File: src/rtl/spi_byte_pkg.sv
package spi_byte_pkg;

    typedef enum logic [1:0] {
        ST_IDLE = 2'd0,
        ST_LOW  = 2'd1,
        ST_HIGH = 2'd2
    } frame_state_e;

    localparam logic [1:0] A_CTRL = 2'd0;
    localparam logic [1:0] A_STAT = 2'd1;
    localparam logic [1:0] A_DATA = 2'd2;

    localparam int CB_EN      = 0;
    localparam int CB_WIDE    = 1;
    localparam int CB_ALTCLK  = 2;
    localparam int CB_RXIE    = 3;
    localparam int CB_TXIE    = 4;
    localparam int CB_DIV_LSB = 8;

    localparam int SB_BUSY    = 0;
    localparam int SB_RXFULL  = 1;

endpackage

File: src/rtl/spi_prescaler.sv
module spi_prescaler #(
    parameter int DIV_W = 7
) (
    input  logic             clk,
    input  logic             rst_n,
    input  logic             restart,
    input  logic             run,
    input  logic [DIV_W-1:0] div,
    output logic             tick
);

    logic [DIV_W-1:0] cnt_q;

    always_ff @(posedge clk or negedge rst_n) begin
        if (!rst_n) begin
            cnt_q <= '0;
        end else if (restart) begin
            cnt_q <= div;
        end else if (run) begin
            if (cnt_q == '0) begin
                cnt_q <= div;
            end else begin
                cnt_q <= cnt_q - 1'b1;
            end
        end
    end

    assign tick = run && !restart && (cnt_q == '0);

endmodule

File: src/rtl/spi_shift_engine.sv
module spi_shift_engine #(
    parameter int FRAME_W = 8
) (
    input  logic               clk,
    input  logic               rst_n,
    input  logic               load,
    input  logic [FRAME_W-1:0] load_data,
    input  logic               sample,
    input  logic               shift,
    input  logic               active,
    input  logic               miso,
    output logic               mosi,
    output logic               last_bit,
    output logic [FRAME_W-1:0] rx_word
);

    localparam int CNT_W = (FRAME_W > 1) ? $clog2(FRAME_W) : 1;
    localparam logic [CNT_W-1:0] LAST_IDX = CNT_W'(FRAME_W - 1);

    logic [FRAME_W-1:0] tx_sr;
    logic [FRAME_W-1:0] rx_sr;
    logic [CNT_W-1:0]   bit_idx;

    always_ff @(posedge clk or negedge rst_n) begin
        if (!rst_n) begin
            tx_sr   <= '0;
            bit_idx <= '0;
        end else if (load) begin
            tx_sr   <= load_data;
            bit_idx <= '0;
        end else if (shift) begin
            tx_sr   <= {tx_sr[FRAME_W-2:0], 1'b0};
            bit_idx <= bit_idx + 1'b1;
        end
    end

    always_ff @(posedge clk or negedge rst_n) begin
        if (!rst_n) begin
            rx_sr <= '0;
        end else if (sample) begin
            rx_sr <= {rx_sr[FRAME_W-2:0], miso};
        end
    end

    assign mosi     = active ? tx_sr[FRAME_W-1] : 1'b0;
    assign last_bit = (bit_idx == LAST_IDX);
    assign rx_word  = rx_sr;

endmodule

File: src/rtl/spi_frame_fsm.sv
module spi_frame_fsm
    import spi_byte_pkg::*;
(
    input  logic clk,
    input  logic rst_n,
    input  logic enable,
    input  logic stop,
    input  logic launch,
    input  logic tick,
    input  logic last_bit,
    output logic busy,
    output logic sck,
    output logic sample,
    output logic shift,
    output logic done
);

    frame_state_e state_q;
    frame_state_e state_d;
    logic         halt;

    assign halt = stop || !enable;

    always_ff @(posedge clk or negedge rst_n) begin
        if (!rst_n) begin
            state_q <= ST_IDLE;
        end else begin
            state_q <= state_d;
        end
    end

    always_comb begin
        state_d = state_q;
        unique case (state_q)
            ST_IDLE: if (launch)   state_d = ST_LOW;
            ST_LOW:  if (tick)     state_d = ST_HIGH;
            ST_HIGH: if (tick)     state_d = last_bit ? ST_IDLE : ST_LOW;
            default:               state_d = ST_IDLE;
        endcase
        if (halt) begin
            state_d = ST_IDLE;
        end
    end

    always_comb begin
        busy   = 1'b0;
        sck    = 1'b0;
        sample = 1'b0;
        shift  = 1'b0;
        done   = 1'b0;
        unique case (state_q)
            ST_IDLE: ;
            ST_LOW: begin
                busy   = 1'b1;
                sample = tick && !halt;
            end
            ST_HIGH: begin
                busy  = 1'b1;
                sck   = 1'b1;
                shift = tick && !halt && !last_bit;
                done  = tick && !halt && last_bit;
            end
            default: ;
        endcase
    end

endmodule

File: src/rtl/spi_ctrl_regs.sv
module spi_ctrl_regs
    import spi_byte_pkg::*;
#(
    parameter int BUS_W   = 16,
    parameter int DIV_W   = 7,
    parameter int FRAME_W = 8
) (
    input  logic               clk,
    input  logic               rst_n,
    input  logic               bus_wr,
    input  logic               bus_rd,
    input  logic [1:0]         bus_addr,
    input  logic [BUS_W-1:0]   bus_wdata,
    input  logic               busy,
    input  logic               frame_done,
    input  logic [FRAME_W-1:0] rx_word,
    output logic               enable,
    output logic               stop,
    output logic               launch,
    output logic [DIV_W-1:0]   div_q,
    output logic               rx_full,
    output logic [BUS_W-1:0]   bus_rdata
);

    localparam logic [DIV_W:0] DIV_MAX = {1'b0, {DIV_W{1'b1}}};

    logic               wr_ctrl;
    logic               wr_data;
    logic               rd_data;
    logic               wide_q;
    logic               altclk_q;
    logic               rxie_q;
    logic               txie_q;
    logic [DIV_W:0]     div_req;
    logic [FRAME_W-1:0] rx_buf;

    assign wr_ctrl = bus_wr && (bus_addr == A_CTRL);
    assign wr_data = bus_wr && (bus_addr == A_DATA);
    assign rd_data = bus_rd && (bus_addr == A_DATA);
    assign div_req = bus_wdata[CB_DIV_LSB +: DIV_W+1];

    always_ff @(posedge clk or negedge rst_n) begin
        if (!rst_n) begin
            enable   <= 1'b0;
            wide_q   <= 1'b0;
            altclk_q <= 1'b0;
            rxie_q   <= 1'b0;
            txie_q   <= 1'b0;
            div_q    <= '0;
        end else if (wr_ctrl) begin
            enable   <= bus_wdata[CB_EN];
            wide_q   <= bus_wdata[CB_WIDE];
            altclk_q <= bus_wdata[CB_ALTCLK];
            rxie_q   <= bus_wdata[CB_RXIE];
            txie_q   <= bus_wdata[CB_TXIE];
            div_q    <= (div_req > DIV_MAX) ? DIV_MAX[DIV_W-1:0] : div_req[DIV_W-1:0];
        end
    end

    always_ff @(posedge clk or negedge rst_n) begin
        if (!rst_n) begin
            rx_buf  <= '0;
            rx_full <= 1'b0;
        end else if (frame_done) begin
            rx_buf  <= rx_word;
            rx_full <= 1'b1;
        end else if (rd_data) begin
            rx_full <= 1'b0;
        end
    end

    assign stop   = wr_ctrl && !bus_wdata[CB_EN];
    assign launch = wr_data && enable && !busy;

    always_comb begin
        bus_rdata = '0;
        case (bus_addr)
            A_CTRL: begin
                bus_rdata[CB_EN]                 = enable;
                bus_rdata[CB_WIDE]               = wide_q;
                bus_rdata[CB_ALTCLK]             = altclk_q;
                bus_rdata[CB_RXIE]               = rxie_q;
                bus_rdata[CB_TXIE]               = txie_q;
                bus_rdata[CB_DIV_LSB +: DIV_W]   = div_q;
            end
            A_STAT: begin
                bus_rdata[SB_BUSY]   = busy;
                bus_rdata[SB_RXFULL] = rx_full;
            end
            A_DATA: bus_rdata[FRAME_W-1:0] = rx_buf;
            default: bus_rdata = '0;
        endcase
    end

endmodule

File: src/rtl/spi_byte_ctrl.sv
module spi_byte_ctrl
    import spi_byte_pkg::*;
#(
    parameter int BUS_W   = 16,
    parameter int DIV_W   = 7,
    parameter int FRAME_W = 8
) (
    input  logic             clk,
    input  logic             rst_n,
    input  logic             bus_wr,
    input  logic             bus_rd,
    input  logic [1:0]       bus_addr,
    input  logic [BUS_W-1:0] bus_wdata,
    output logic [BUS_W-1:0] bus_rdata,
    output logic             spi_sck,
    output logic             spi_mosi,
    input  logic             spi_miso
);

    logic               enable;
    logic               stop;
    logic               launch;
    logic [DIV_W-1:0]   div_q;
    logic               rx_full;
    logic               busy;
    logic               tick;
    logic               sample;
    logic               shift;
    logic               frame_done;
    logic               last_bit;
    logic [FRAME_W-1:0] rx_word;

    spi_ctrl_regs #(.BUS_W(BUS_W), .DIV_W(DIV_W), .FRAME_W(FRAME_W)) u_regs (
        .clk        (clk),
        .rst_n      (rst_n),
        .bus_wr     (bus_wr),
        .bus_rd     (bus_rd),
        .bus_addr   (bus_addr),
        .bus_wdata  (bus_wdata),
        .busy       (busy),
        .frame_done (frame_done),
        .rx_word    (rx_word),
        .enable     (enable),
        .stop       (stop),
        .launch     (launch),
        .div_q      (div_q),
        .rx_full    (rx_full),
        .bus_rdata  (bus_rdata)
    );

    spi_prescaler #(.DIV_W(DIV_W)) u_presc (
        .clk     (clk),
        .rst_n   (rst_n),
        .restart (launch),
        .run     (busy),
        .div     (div_q),
        .tick    (tick)
    );

    spi_frame_fsm u_fsm (
        .clk      (clk),
        .rst_n    (rst_n),
        .enable   (enable),
        .stop     (stop),
        .launch   (launch),
        .tick     (tick),
        .last_bit (last_bit),
        .busy     (busy),
        .sck      (spi_sck),
        .sample   (sample),
        .shift    (shift),
        .done     (frame_done)
    );

    spi_shift_engine #(.FRAME_W(FRAME_W)) u_shift (
        .clk       (clk),
        .rst_n     (rst_n),
        .load      (launch),
        .load_data (bus_wdata[FRAME_W-1:0]),
        .sample    (sample),
        .shift     (shift),
        .active    (busy),
        .miso      (spi_miso),
        .mosi      (spi_mosi),
        .last_bit  (last_bit),
        .rx_word   (rx_word)
    );

endmodule

File: config.mk
export PLATFORM = sky130hd
export DESIGN_NAME = spi_byte_ctrl
export DESIGN_NICKNAME = d
export VERILOG_FILES = /design/src/rtl/spi_byte_pkg.sv /design/src/rtl/spi_prescaler.sv /design/src/rtl/spi_shift_engine.sv /design/src/rtl/spi_frame_fsm.sv /design/src/rtl/spi_ctrl_regs.sv /design/src/rtl/spi_byte_ctrl.sv
export SDC_FILE = /design/constraint.sdc
export NUM_CORES = 1
export LEC_CHECK = 0
export BUFFER_PORTS_ARGS = -buffer_cell sky130_fd_sc_hd__buf_2
export CAP_MARGIN = 20
export CORE_UTILIZATION = 42
export DETAILED_ROUTE_END_ITERATION = 16
export PLACE_DENSITY = 0.7
export SLEW_MARGIN = 20
export SYNTH_ARGS = -nofsm -noshare
export SYNTH_HDL_FRONTEND = slang
export SYNTH_SLANG_ARGS = --single-unit
File: constraint.sdc
create_clock -name clk -period 3.46 [get_ports clk]
set_input_delay 0.692 -clock clk [delete_from_list [all_inputs] [get_ports clk]]
set_output_delay 0.692 -clock clk [all_outputs]
set_load 0.05 [all_outputs]
==> metrics.md <==
| Metric | Value |
|---|---|
| WL met2 | 2540 um |
| Critical path class | flip-flop to primary output |
| Vias in the first global route | 1,756 |
| Cell area after synthesis | 2570 um^2 |
| Startpoint Class | flip-flop |
| Finished Layout Cells | 358 |
| Net Sw Frac | 35.1% |
| Std cell rows | 28 |
| Initial antenna violation count | 0 |
| Int Pwr | 1070 uW |
| Worst Tran Pin Value | 0.719 ns |
| Synth async-reset ratio | 100% |
| Post-synthesis register bit count | 49 |
| Crit path time final | 2.60 ns |
| Fmax | 0.385 GHz |
| WL met1 | 2450 um |
| Final period utilization | 75.0% |
| Top sig layer | met4 |
| RSZ-0062 raised after global routing | no |
| Post-synth EDFFs | 0 |
| Leak | 0.00140 uW |
| CTS sink count | 49 |
| Pwr Total | 1650 uW |
| Hold Path Class | input pin to asynchronous set/reset pin |
| Final Max Slew Viols | 0 |
| Crit path required time | 2.77 ns |
| Gate power share | 26.6% |
| Synthesized area per cell | 10.3 um^2 |
| Htree depth | 2 |
| DIE AREA | 6430 um^2 |
| Main synth FF type | dfrtp_1 |
| Mapped Cells | 249 |
| Met3 Wirelength | 178 um |
| Clock Skew | 0.00845 ns |
| I/O Pins | 41 |
| Area leader, netlist | dfrtp_1 |
| Reg power frac | 47.2% |
| Reg clk slew, reported paths | 0.10 ns |
| Setup-failing EPs final | 0 |
| Peak VDD IR | 0.000339 V |
| GRT Util Overall | 18.1% |
| Initial Utilization | 43.4% |
| Mapped Nets | 280 |
| Congestion Overflow GR | 0 |
| Die height | 80.2 um |
| Worst-Skew Late Latency | 0.31 ns |
| Syn. warnings | 0 |
| Clock power share | 26.3% |
| Post-CTS sizing | 0 |
| Port Buffer Count | 39 |
| Hpwl dp | 3870 um |
| DRC viols | 0 |
| Routed WL per cell | 14.6 um |
| Crit path max fanout | 10 |
| Synth-to-layout area growth | 13.2% |
| Setup_tns | 0 ns |
| Vias after detailed routing | 1,898 |
| Number of max-cap violations | 0 |
| Final RePlAce weighted congestion | 0.796 |
| Setup WS pre-CTS | 1.02 ns |
| Top cell type's share of synthesized area | 47.8% |
| Slew headroom | 51.9% |
| Status | completed |
| Num CTS Buffers | 5 |
| DR pass1 iterations | 4 |
| Pwr per Cell Area | 569 nW/um^2 |
| Cells after DPL | 350 |
| Reg area | 1230 um^2 |
| Post-CTS Repair Setup Buffers | 0 |
| Routed wire length | 5230 um |
| CTS Hold Bufs | 0 |
| DR iter-0 viols | 223 |
| Largest net degree at the start of global routing | 50 |
| Routed Antenna Nets | 0 |
| Number of fill cells | 535 |
| First-pass GRT wire length | 8760 um |
| Post-synth cell types | 40 |
| Seq/Total Area, Yosys | 47.8% |
| Final net count | 313 |
| Vias per cell | 5.30 |
| Worst setup margin | 0.865 ns |
| Multi-input gate area | 1240 um^2 |
| # diodes | 0 |
| CTS tree | done |
| Net Sw Power | 581 uW |
| Clock buffer depth | 2 |
| WP data arrival | 1.90 ns |
| Top post-synthesis cells by area | dfrtp_1 48%, mux2_4 5.8%, nand2_1 3.9%, ha_1 3.9%, mux2i_1 3.9% |
| Chip width | 80.2 um |
| Layout cell share with drive strength beyond 1 | 23.0% |
| CP Capture Type | primary output |
| Core area | 5920 um^2 |
| Final hold violations | 0 |
| Root buf cell | clkbuf_8 |
## power by group through the flow
stage	Clock [uW]	Combinational [uW]	Sequential (uW)
floorplan	0	345	758
CTS	440	442	780
global placement	0	426	785
finish	434	439	780
detailed placement	0	440	789
global route	471	493	798
## Yosys cell counts, types with 2 or more instances
cell,number
a21o_1,2
mux2i_1,10
and2_1,13
mux2_1,8
o22a_1,3
nor3_1,2
nand3_1,11
nand2b_1,3
buf_2,3
nor2_1,23
o21ai_1,5
a22oi_1,3
o211ai_1,9
dfrtp_1,49
nor2b_1,3
a21oi_1,12
mux2_2,4
nand2_1,27
inv_1,8
buf_6,2
ha_1,8
mux2_4,10
nand4_1,3
clkbuf_1,7
o21ai_0,6
## kinds of logic after synthesis
group | synth area share (%)
DFF | 47.8
and+or+nand+nor | 18.8
adders and majority gates | 3.90
buffers and inverters | 3.95
muxes | 15.0
other | 0.146
AOI/OAI and AO/OA | 10.4
## layer usage
metal | track usage (%) | vias to the layer above
met5 | 0 | -
met1 | 26.0 | 923
li1 | - | 932
met4 | 5.00 | 0
met3 | 4.66 | 8
met2 | 26.8 | 35
## critical path, stage by stage (launching register included)
cell	delay, ns
dfrtp_1	0.42
inv_1	0.09
ha_1	0.45
mux2i_1	0.11
o21ai_0	0.22
buf_2	0.31
## flip-flops by register name, indices dropped and copies added (netlist names)
| name | flops |
|---|---|
| u_regs.rx_buf | 8 |
| u_shift.rx_word | 8 |
| u_shift.tx_sr | 8 |
| u_presc.cnt_q | 7 |
| u_regs.div_q | 7 |
| u_shift.bit_idx | 3 |
| u_fsm.state_q | 2 |
| u_regs.altclk_q | 1 |
| u_regs.enable | 1 |
| u_regs.rx_full | 1 |
| u_regs.rxie_q | 1 |
| u_regs.txie_q | 1 |
| u_regs.wide_q | 1 |
## metrics by stage
step	hold slack, ns	instance area [um^2]	util (%)
5_1_grt	0.439	2910	49.1
3_3_place_gp	0.478	2790	47.0
4_1_cts	0.503	2900	49.0
3_5_place_dp	0.483	2790	47.0
2_1_floorplan	0.396	2570	-
6_report	0.383	2910	49.1
## final timing paths
path,to,depth (start not counted),start,slack [ns]
setup / recovery,bus_rdata[0],5,u_fsm.state_q[0],0.86
hold reg to reg,u_shift.bit_idx[0],1,u_shift.bit_idx[0],0.50
min in group clk,u_shift.bit_idx[0],1,u_shift.bit_idx[0],0.50
hold / removal,u_shift.tx_sr[5],1,rst_n,0.38
setup reg to reg,u_shift.tx_sr[2],6,u_fsm.state_q[0],1.15
max in group asynchronous,u_regs.enable,1,rst_n,2.66
## cells in the final DEF, fill, tap and decap left out, types with 2 or more instances in the layout
master,n
a22oi_1,3
o22a_1,3
o211ai_1,9
ha_1,8
o21ai_0,6
o21ai_1,5
clkbuf_8,5
mux2i_1,10
nand2b_1,3
mux2_1,8
nor2_1,23
nand2_1,27
a21oi_1,12
dfrtp_1,49
nand3_1,11
mux2_4,10
nor3_1,2
and2_1,13
a21o_1,2
buf_2,38
nor2b_1,3
nand4_1,3
mux2_2,4
inv_1,8
## area by class of cell
cell class / count / share of cell area, %
clock buffers: 5 / 2.37
clock inverters: 3 / 1.72
inverters: 8 / 1.03
multi-input cells: 179 / 42.7
flip-flops and latches: 49 / 42.2
well taps: 75 / 3.23
repair buffers: 39 / 6.80
Power figures use the tool's default switching activity.
